**config.mk**
```make
export PLATFORM = sky130hd
export DESIGN_NAME = pci_init_seq
export DESIGN_NICKNAME = d
export VERILOG_FILES = /design/src/rtl/pci_init_pkg.sv /design/src/rtl/pci_init_dpath.sv /design/src/rtl/pci_init_ctrl.sv /design/src/rtl/pci_init_seq.sv
export SDC_FILE = /design/constraint.sdc
export NUM_CORES = 1
export LEC_CHECK = 0
export BUFFER_PORTS_ARGS = -buffer_cell sky130_fd_sc_hd__buf_4
export CORE_ASPECT_RATIO = 0.9
export CORE_MARGIN = 2
export CORE_UTILIZATION = 40
export CTS_CLUSTER_DIAMETER = 200
export CTS_CLUSTER_SIZE = 28
export DETAILED_ROUTE_END_ITERATION = 10
export PLACE_DENSITY = 0.68
export SLEW_MARGIN = 20
export SYNTH_ARGS = -nofsm -noshare
export SYNTH_HDL_FRONTEND = slang
export SYNTH_SLANG_ARGS = --single-unit
```
**constraint.sdc**
```tcl
create_clock -name clk -period 4.7 [get_ports clk]
set_input_delay 0 -clock clk [delete_from_list [all_inputs] [get_ports clk]]
set_output_delay 0 -clock clk [all_outputs]
set_load 0.005 [all_outputs]
```
**src/rtl/pci_init_pkg.sv**
```systemverilog
package pci_init_pkg;

  typedef enum logic [2:0] {
    ST_OK     = 3'd0,
    ST_MABORT = 3'd1,
    ST_TABORT = 3'd2,
    ST_RETRY  = 3'd3,
    ST_DISC   = 3'd4
  } xferStatus_t;

  typedef enum logic [2:0] {
    S_IDLE,
    S_ADDR,
    S_DATA,
    S_LAST,
    S_TURN
  } seqState_t;

  // Strobes from control to datapath
  typedef struct packed {
    logic        loadReq;
    logic        drvAddr;
    logic        drvData;
    logic        waitTick;
    logic        xfer;
    logic        finish;
    xferStatus_t status;
  } seqStrobe_t;

endpackage

```
**src/rtl/pci_init_dpath.sv**
```systemverilog
module pci_init_dpath
  import pci_init_pkg::*;
#(
  parameter int DATA_W       = 32,
  parameter int BE_W         = 4,
  parameter int CNT_W        = 4,
  parameter int WAIT_W       = 3,
  parameter int DEVSEL_LIMIT = 5
) (
  input  logic              clk,
  input  logic              rstN,
  input  seqStrobe_t        strb,
  input  logic              reqWrite,
  input  logic [BE_W-1:0]   reqCmd,
  input  logic [DATA_W-1:0] reqAddr,
  input  logic [CNT_W-1:0]  reqLen,
  input  logic [BE_W-1:0]   reqBe,
  input  logic [DATA_W-1:0] wrData,
  input  logic [DATA_W-1:0] adIn,
  input  logic              devselNIn,
  output logic              lastWord,
  output logic              noWords,
  output logic              devselOk,
  output logic              waitExpired,
  output logic [CNT_W-1:0]  wordCnt,
  output logic [DATA_W-1:0] adOut,
  output logic              adOe,
  output logic [BE_W-1:0]   cbeNOut,
  output logic              cbeOe,
  output logic              rdValid,
  output logic [DATA_W-1:0] rdData,
  output logic              donePulse,
  output logic [2:0]        doneStatus
);

  logic [DATA_W-1:0] addrQ;
  logic [BE_W-1:0]   cmdQ;
  logic [BE_W-1:0]   beQ;
  logic              writeQ;
  logic [CNT_W-1:0]  lenQ;
  logic [CNT_W-1:0]  cntQ;
  logic [WAIT_W-1:0] waitQ;
  logic              seenQ;
  logic [DATA_W-1:0] rdDataQ;
  logic              rdValidQ;
  logic              doneQ;
  xferStatus_t       statusQ;

  always_ff @(posedge clk or negedge rstN) begin
    if (!rstN) begin
      addrQ    <= '0;
      cmdQ     <= '0;
      beQ      <= '0;
      writeQ   <= 1'b0;
      lenQ     <= '0;
      cntQ     <= '0;
      waitQ    <= '0;
      seenQ    <= 1'b0;
      rdDataQ  <= '0;
      rdValidQ <= 1'b0;
      doneQ    <= 1'b0;
      statusQ  <= ST_OK;
    end else begin
      rdValidQ <= 1'b0;
      doneQ    <= 1'b0;
      if (strb.loadReq) begin
        addrQ  <= reqAddr;
        cmdQ   <= reqCmd;
        beQ    <= reqBe;
        writeQ <= reqWrite;
        lenQ   <= reqLen;
        cntQ   <= '0;
        waitQ  <= '0;
        seenQ  <= 1'b0;
      end
      if (strb.waitTick) begin
        if (!devselNIn) begin
          seenQ <= 1'b1;
        end else if (!seenQ) begin
          waitQ <= waitQ + WAIT_W'(1);
        end
      end
      if (strb.xfer) begin
        cntQ <= cntQ + CNT_W'(1);
        if (!writeQ) begin
          rdDataQ  <= adIn;
          rdValidQ <= 1'b1;
        end
      end
      if (strb.finish) begin
        doneQ   <= 1'b1;
        statusQ <= strb.status;
      end
    end
  end

  assign lastWord    = (cntQ + CNT_W'(1)) == lenQ;
  assign noWords     = (cntQ == '0);
  assign devselOk    = seenQ | ~devselNIn;
  assign waitExpired = (waitQ == WAIT_W'(DEVSEL_LIMIT - 1));
  assign wordCnt     = cntQ;

  assign adOut   = strb.drvAddr ? addrQ : wrData;
  assign adOe    = strb.drvAddr | (strb.drvData & writeQ);
  assign cbeNOut = strb.drvAddr ? cmdQ : ~beQ;
  assign cbeOe   = strb.drvAddr | strb.drvData;

  assign rdValid    = rdValidQ;
  assign rdData     = rdDataQ;
  assign donePulse  = doneQ;
  assign doneStatus = statusQ;

endmodule

```
**src/rtl/pci_init_ctrl.sv**
```systemverilog
module pci_init_ctrl
  import pci_init_pkg::*;
(
  input  logic       clk,
  input  logic       rstN,
  input  logic       reqValid,
  input  logic       lastWord,
  input  logic       noWords,
  input  logic       devselOk,
  input  logic       waitExpired,
  input  logic       trdyNIn,
  input  logic       devselNIn,
  input  logic       stopNIn,
  output seqStrobe_t strb,
  output logic       busy,
  output logic       frameNOut,
  output logic       frameOe,
  output logic       irdyNOut,
  output logic       irdyOe
);

  seqState_t state;
  seqState_t nextState;
  seqState_t endState;

  always_ff @(posedge clk or negedge rstN) begin
    if (!rstN) state <= S_IDLE;
    else       state <= nextState;
  end

  always_comb begin
    strb      = '0;
    nextState = state;
    frameOe   = 1'b0;
    irdyOe    = 1'b0;
    frameNOut = 1'b1;
    irdyNOut  = 1'b1;
    // frame already high in the final phase: skip the extra release clock
    endState  = lastWord ? S_TURN : S_LAST;
    unique case (state)
      S_IDLE: begin
        if (reqValid) begin
          strb.loadReq = 1'b1;
          nextState    = S_ADDR;
        end
      end
      S_ADDR: begin
        frameOe      = 1'b1;
        irdyOe       = 1'b1;
        frameNOut    = 1'b0;
        strb.drvAddr = 1'b1;
        nextState    = S_DATA;
      end
      S_DATA: begin
        frameOe       = 1'b1;
        irdyOe        = 1'b1;
        frameNOut     = lastWord;
        irdyNOut      = 1'b0;
        strb.drvData  = 1'b1;
        strb.waitTick = 1'b1;
        if (!stopNIn) begin
          strb.finish = 1'b1;
          nextState   = endState;
          if (devselNIn) begin
            strb.status = ST_TABORT;
          end else if (!trdyNIn) begin
            strb.xfer   = 1'b1;
            strb.status = lastWord ? ST_OK : ST_DISC;
          end else begin
            strb.status = noWords ? ST_RETRY : ST_DISC;
          end
        end else if (!trdyNIn && !devselNIn) begin
          strb.xfer = 1'b1;
          if (lastWord) begin
            strb.finish = 1'b1;
            strb.status = ST_OK;
            nextState   = S_TURN;
          end
        end else if (!devselOk && waitExpired) begin
          strb.finish = 1'b1;
          strb.status = ST_MABORT;
          nextState   = endState;
        end
      end
      S_LAST: begin
        frameOe      = 1'b1;
        irdyOe       = 1'b1;
        irdyNOut     = 1'b0;
        strb.drvData = 1'b1;
        nextState    = S_TURN;
      end
      S_TURN: begin
        frameOe   = 1'b1;
        irdyOe    = 1'b1;
        nextState = S_IDLE;
      end
      default: nextState = S_IDLE;
    endcase
  end

  assign busy = (state != S_IDLE);

endmodule

```
**src/rtl/pci_init_seq.sv**
```systemverilog
module pci_init_seq
  import pci_init_pkg::*;
#(
  parameter int  DATA_W       = 32,
  parameter int  BE_W         = 4,
  parameter int  MAX_WORDS    = 8,
  parameter int  DEVSEL_LIMIT = 5,
  localparam int CNT_W        = $clog2(MAX_WORDS + 1),
  localparam int WAIT_W       = $clog2(DEVSEL_LIMIT + 1)
) (
  input  logic              clk,
  input  logic              rstN,
  input  logic              reqValid,
  input  logic              reqWrite,
  input  logic [BE_W-1:0]   reqCmd,
  input  logic [DATA_W-1:0] reqAddr,
  input  logic [CNT_W-1:0]  reqLen,
  input  logic [BE_W-1:0]   reqBe,
  input  logic [DATA_W-1:0] wrData,
  output logic              busy,
  output logic [CNT_W-1:0]  wordIdx,
  output logic              rdValid,
  output logic [DATA_W-1:0] rdData,
  output logic              donePulse,
  output logic [2:0]        doneStatus,
  output logic [CNT_W-1:0]  doneCount,
  output logic [DATA_W-1:0] adOut,
  input  logic [DATA_W-1:0] adIn,
  output logic              adOe,
  output logic [BE_W-1:0]   cbeNOut,
  output logic              cbeOe,
  output logic              frameNOut,
  output logic              frameOe,
  output logic              irdyNOut,
  output logic              irdyOe,
  input  logic              trdyNIn,
  input  logic              devselNIn,
  input  logic              stopNIn
);

  seqStrobe_t       strb;
  logic             lastWord;
  logic             noWords;
  logic             devselOk;
  logic             waitExpired;
  logic [CNT_W-1:0] wordCnt;

  pci_init_ctrl ctrl_i (
    .clk        (clk),
    .rstN       (rstN),
    .reqValid   (reqValid),
    .lastWord   (lastWord),
    .noWords    (noWords),
    .devselOk   (devselOk),
    .waitExpired(waitExpired),
    .trdyNIn    (trdyNIn),
    .devselNIn  (devselNIn),
    .stopNIn    (stopNIn),
    .strb       (strb),
    .busy       (busy),
    .frameNOut  (frameNOut),
    .frameOe    (frameOe),
    .irdyNOut   (irdyNOut),
    .irdyOe     (irdyOe)
  );

  pci_init_dpath #(
    .DATA_W      (DATA_W),
    .BE_W        (BE_W),
    .CNT_W       (CNT_W),
    .WAIT_W      (WAIT_W),
    .DEVSEL_LIMIT(DEVSEL_LIMIT)
  ) dpath_i (
    .clk        (clk),
    .rstN       (rstN),
    .strb       (strb),
    .reqWrite   (reqWrite),
    .reqCmd     (reqCmd),
    .reqAddr    (reqAddr),
    .reqLen     (reqLen),
    .reqBe      (reqBe),
    .wrData     (wrData),
    .adIn       (adIn),
    .devselNIn  (devselNIn),
    .lastWord   (lastWord),
    .noWords    (noWords),
    .devselOk   (devselOk),
    .waitExpired(waitExpired),
    .wordCnt    (wordCnt),
    .adOut      (adOut),
    .adOe       (adOe),
    .cbeNOut    (cbeNOut),
    .cbeOe      (cbeOe),
    .rdValid    (rdValid),
    .rdData     (rdData),
    .donePulse  (donePulse),
    .doneStatus (doneStatus)
  );

  assign wordIdx   = wordCnt;
  assign doneCount = wordCnt;

endmodule

```
==> out/qor.yml <==
min-delay-start: "stopNIn"
synthesis.instances: 414
setup.worst_path.start_class: "register"
initial_detailed_routing_violation_count: 157
finalClockSkew_ps: 6.10
count_of_tritonroute_iterations_in_the_first_routing_pass: 4
totalWireLength_mm: 12.4
yosys.cell_types.count: 38
syn_area_mm2: 0.00432
worstMarginPinSlew_ps: 962
reg2reg_setup_slack_ps: 2590
mappedNetlistNets: 533
rsz0062_at_grt: "false"
power.static_leakage_nw: 3.54
synth_warnings: 0
cp-startpoint: "ctrl_i.state[2]"
synth-async-reset-ratio: 1.00
effective_utilization_at_floorplan: 0.416
viasPerCell: 4.72
drive_gt1_frac: 0.426
grtUsageTotal: 0.219
critical_path.max_stage_delay_ps: 550
port-buffer-count: 202
wire_per_inst_um: 15.1
cp_data_required_time_ps: 4700
placeableCoreArea_mm2: 0.0104
detailedPlacementHpwl_mm: 8.31
clk_transition_reported_paths_ps: 60
clockBufferDepth: 2
detail-route-antenna-nets: 0
result_of_the_run: "finished, final reports clean"
synth.avg_cell_area_um2: 10.4
cp_max_stage_cell: "sky130_fd_sc_hd__nor3b_4"
yosysTopAreaCell: "sky130_fd_sc_hd__dfrtp_1"
r2r.worst_path.cells: 5
maxSlewViolCount: 0
regToRegEndpoint: "dpath_i.doneStatus[1]"
grt_antenna_before_repair: 0
num-fill-cells: 784
routed-via-count: 3877
timing.critical_path.arrival_ps: 2410
worstPathMaxFanout: 32
ctsHtreeMaxLevel: 3
rr_startpoint: "dpath_i.wordCnt[0]"
power.total_mw: 3.84
clock_insertion_delay_worst_skew_ps: 330
die_area_mm2: 0.0117
relSlewSlack: 0.358
synth_commonest_cells: "sky130_fd_sc_hd__nand2_1, sky130_fd_sc_hd__dfrtp_1, sky130_fd_sc_hd__mux2_2, sky130_fd_sc_hd__inv_1, sky130_fd_sc_hd__o21ai_0"
y_dimension_of_the_die_um: 103
ys_seq_elements: 93
hold_path.class: "primary input to register"
timing_worst_setup_path_type: "register to output port"
area_delta_synth_final_pct: 62.3
cp-end-kind: "output port"
diodes: 0
tritoncts_num_sinks: 93
netlist.area_leader.share: 0.539
final_cells: 821
post_cts_setup_bufs: 0
drc: 0
largest_net_degree_at_the_start_of_global_routing: 50
critPathMostFrequentCell: "sky130_fd_sc_hd__buf_4"
endpoint: "adOut[22]"
clock_root_cell: "sky130_fd_sc_hd__clkbuf_16"
placementRows: 35
ys_top_cells_by_area: "sky130_fd_sc_hd__dfrtp_1, sky130_fd_sc_hd__mux2_2, sky130_fd_sc_hd__nand2_1, sky130_fd_sc_hd__buf_4, sky130_fd_sc_hd__ha_1"
design.final.nets: 807
finalCoreUtilization: 0.676
die_w_um: 114
number_of_global_route_vias_before_repair: 4085
grt-ovfl-total: 0
cap_viol_max_count: 0
min_period_ps: 2410
dpl.cell_count: 725
postSynth.topFlopCell: "sky130_fd_sc_hd__dfrtp_1"
power.density_mw_per_mm2: 547
worst_hold_path.num_cells: 3
boundaryPins: 203
report.final.hold_viol_count: 0
timing.final.crit_share: 0.512
clock_tree_from_tritoncts: "done"
yosys.cell_count.top_type: "sky130_fd_sc_hd__nand2_1"
highest_clock_rate_ghz: 0.415
total_of_endpoints_with_negative_setup_slack_in_the_final_report: 0
worst_ir_drop_vdd_uv: 338
finalSetupTns_ps: 0
grt_first_pass_wirelength_mm: 19.9
cts_buffers: 9
gp_routability_congestion: 0.890
crit_path_cell_chain: "nor3b_4 -> buf_4 -> mux2_2 -> buf_4"
synth_sequential_area_ratio: 0.539
synth-edff-count: 0
==> per-layer routing <==
metal	vias up	global-route usage	wire [um]
met5	-	0	0
met4	0	0.0535	116
met3	13	0.0782	1020
met2	149	0.375	6110
met1	1807	0.267	5170
li1	1908	-	-
==> through the flow <==
stage / hold WS, ps / instance area, um^2 / setup WS [ps]
floorplan: -296 / 4320 / 2740
global placement: 26.3 / 5910 / 2650
detailed placement: 38.6 / 5910 / 2580
CTS: 22.7 / 7010 / 2270
global route: 36.0 / 7010 / 2150
finish: 37.1 / 7010 / 2290
==> worst max-delay path, delay by kind of cell, from the launching register on <==
kind	cells	cell delay (ps)
mux	1	400
buf+inv	2	620
simple gates	1	550
flops	1	500
==> state kept, by name, indices dropped and copies added, names as in the netlist, 3 cells and up <==
signal              flops
dpath_i.cmdQ            4
dpath_i.rdData         32
dpath_i.lenQ            4
dpath_i.wordCnt         4
ctrl_i.state            3
dpath_i.waitQ           3
dpath_i.addrQ          32
dpath_i.doneStatus      3
dpath_i.beQ             4
==> placed cells by master, fill, tap and decap left out, types with 2 or more instances in the layout <==
| cell | instances |
|---|---|
| sky130_fd_sc_hd__buf_4 | 207 |
| sky130_fd_sc_hd__nand2_1 | 151 |
| sky130_fd_sc_hd__dfrtp_1 | 93 |
| sky130_fd_sc_hd__dlygate4sd3_1 | 81 |
| sky130_fd_sc_hd__mux2_2 | 65 |
| sky130_fd_sc_hd__inv_1 | 10 |
| sky130_fd_sc_hd__o21ai_0 | 10 |
| sky130_fd_sc_hd__nor2_1 | 9 |
| sky130_fd_sc_hd__clkbuf_16 | 9 |
| sky130_fd_sc_hd__nand3_1 | 5 |
| sky130_fd_sc_hd__a21oi_1 | 5 |
| sky130_fd_sc_hd__xnor2_1 | 4 |
| sky130_fd_sc_hd__ha_1 | 4 |
| sky130_fd_sc_hd__xor2_1 | 3 |
| sky130_fd_sc_hd__a21o_1 | 3 |
| sky130_fd_sc_hd__o211ai_1 | 3 |
| sky130_fd_sc_hd__or3_1 | 2 |
| sky130_fd_sc_hd__mux2i_1 | 2 |
| sky130_fd_sc_hd__clkinv_2 | 2 |
| sky130_fd_sc_hd__clkinv_4 | 2 |
==> how the worst min path moves through the flow <==
stage	end	slack, ps
floorplan	ctrl_i.state[0]	-300
global placement	dpath_i.doneStatus[1]	30
detailed placement	dpath_i.doneStatus[0]	40
CTS	dpath_i.doneStatus[0]	20
global route	dpath_i.doneStatus[0]	40
finish	dpath_i.doneStatus[0]	40
==> report_power, final <==
part,switching (mW),internal (mW),total [mW],leakage (nW)
Combinational,0.760,0.962,1.72,2.24
Sequential,0.241,1.17,1.41,1.16
Clock,0.297,0.409,0.706,0.141
==> layout make-up <==
class	count	area, um^2	area share
inverter	10	37.5	0.00535
multi-input combinational	286	1830	0.261
sequential	93	2330	0.332
clock inverter	6	65.1	0.00928
tap	129	161	0.0230
clock buffer	9	225	0.0321
timing repair buffer	288	2360	0.337
==> cell families after synthesis <==
group | count (synthesis) | share of synthesized area
flops | 93 | 0.539
fa+ha+maj | 4 | 0.0116
mux | 67 | 0.174
simple gates | 179 | 0.173
buf+inv | 35 | 0.0414
xor+xnor | 8 | 0.0194
compound gates | 28 | 0.0417
==> repair_timing <==
item,4_1_cts,5_1_grt
endpoints found under the hold margin,125,0
gates resized for setup,0,0
hold buffers,81,0
endpoints found under the setup margin,0,0
Note: power is estimated with default switching activity, not from simulation.
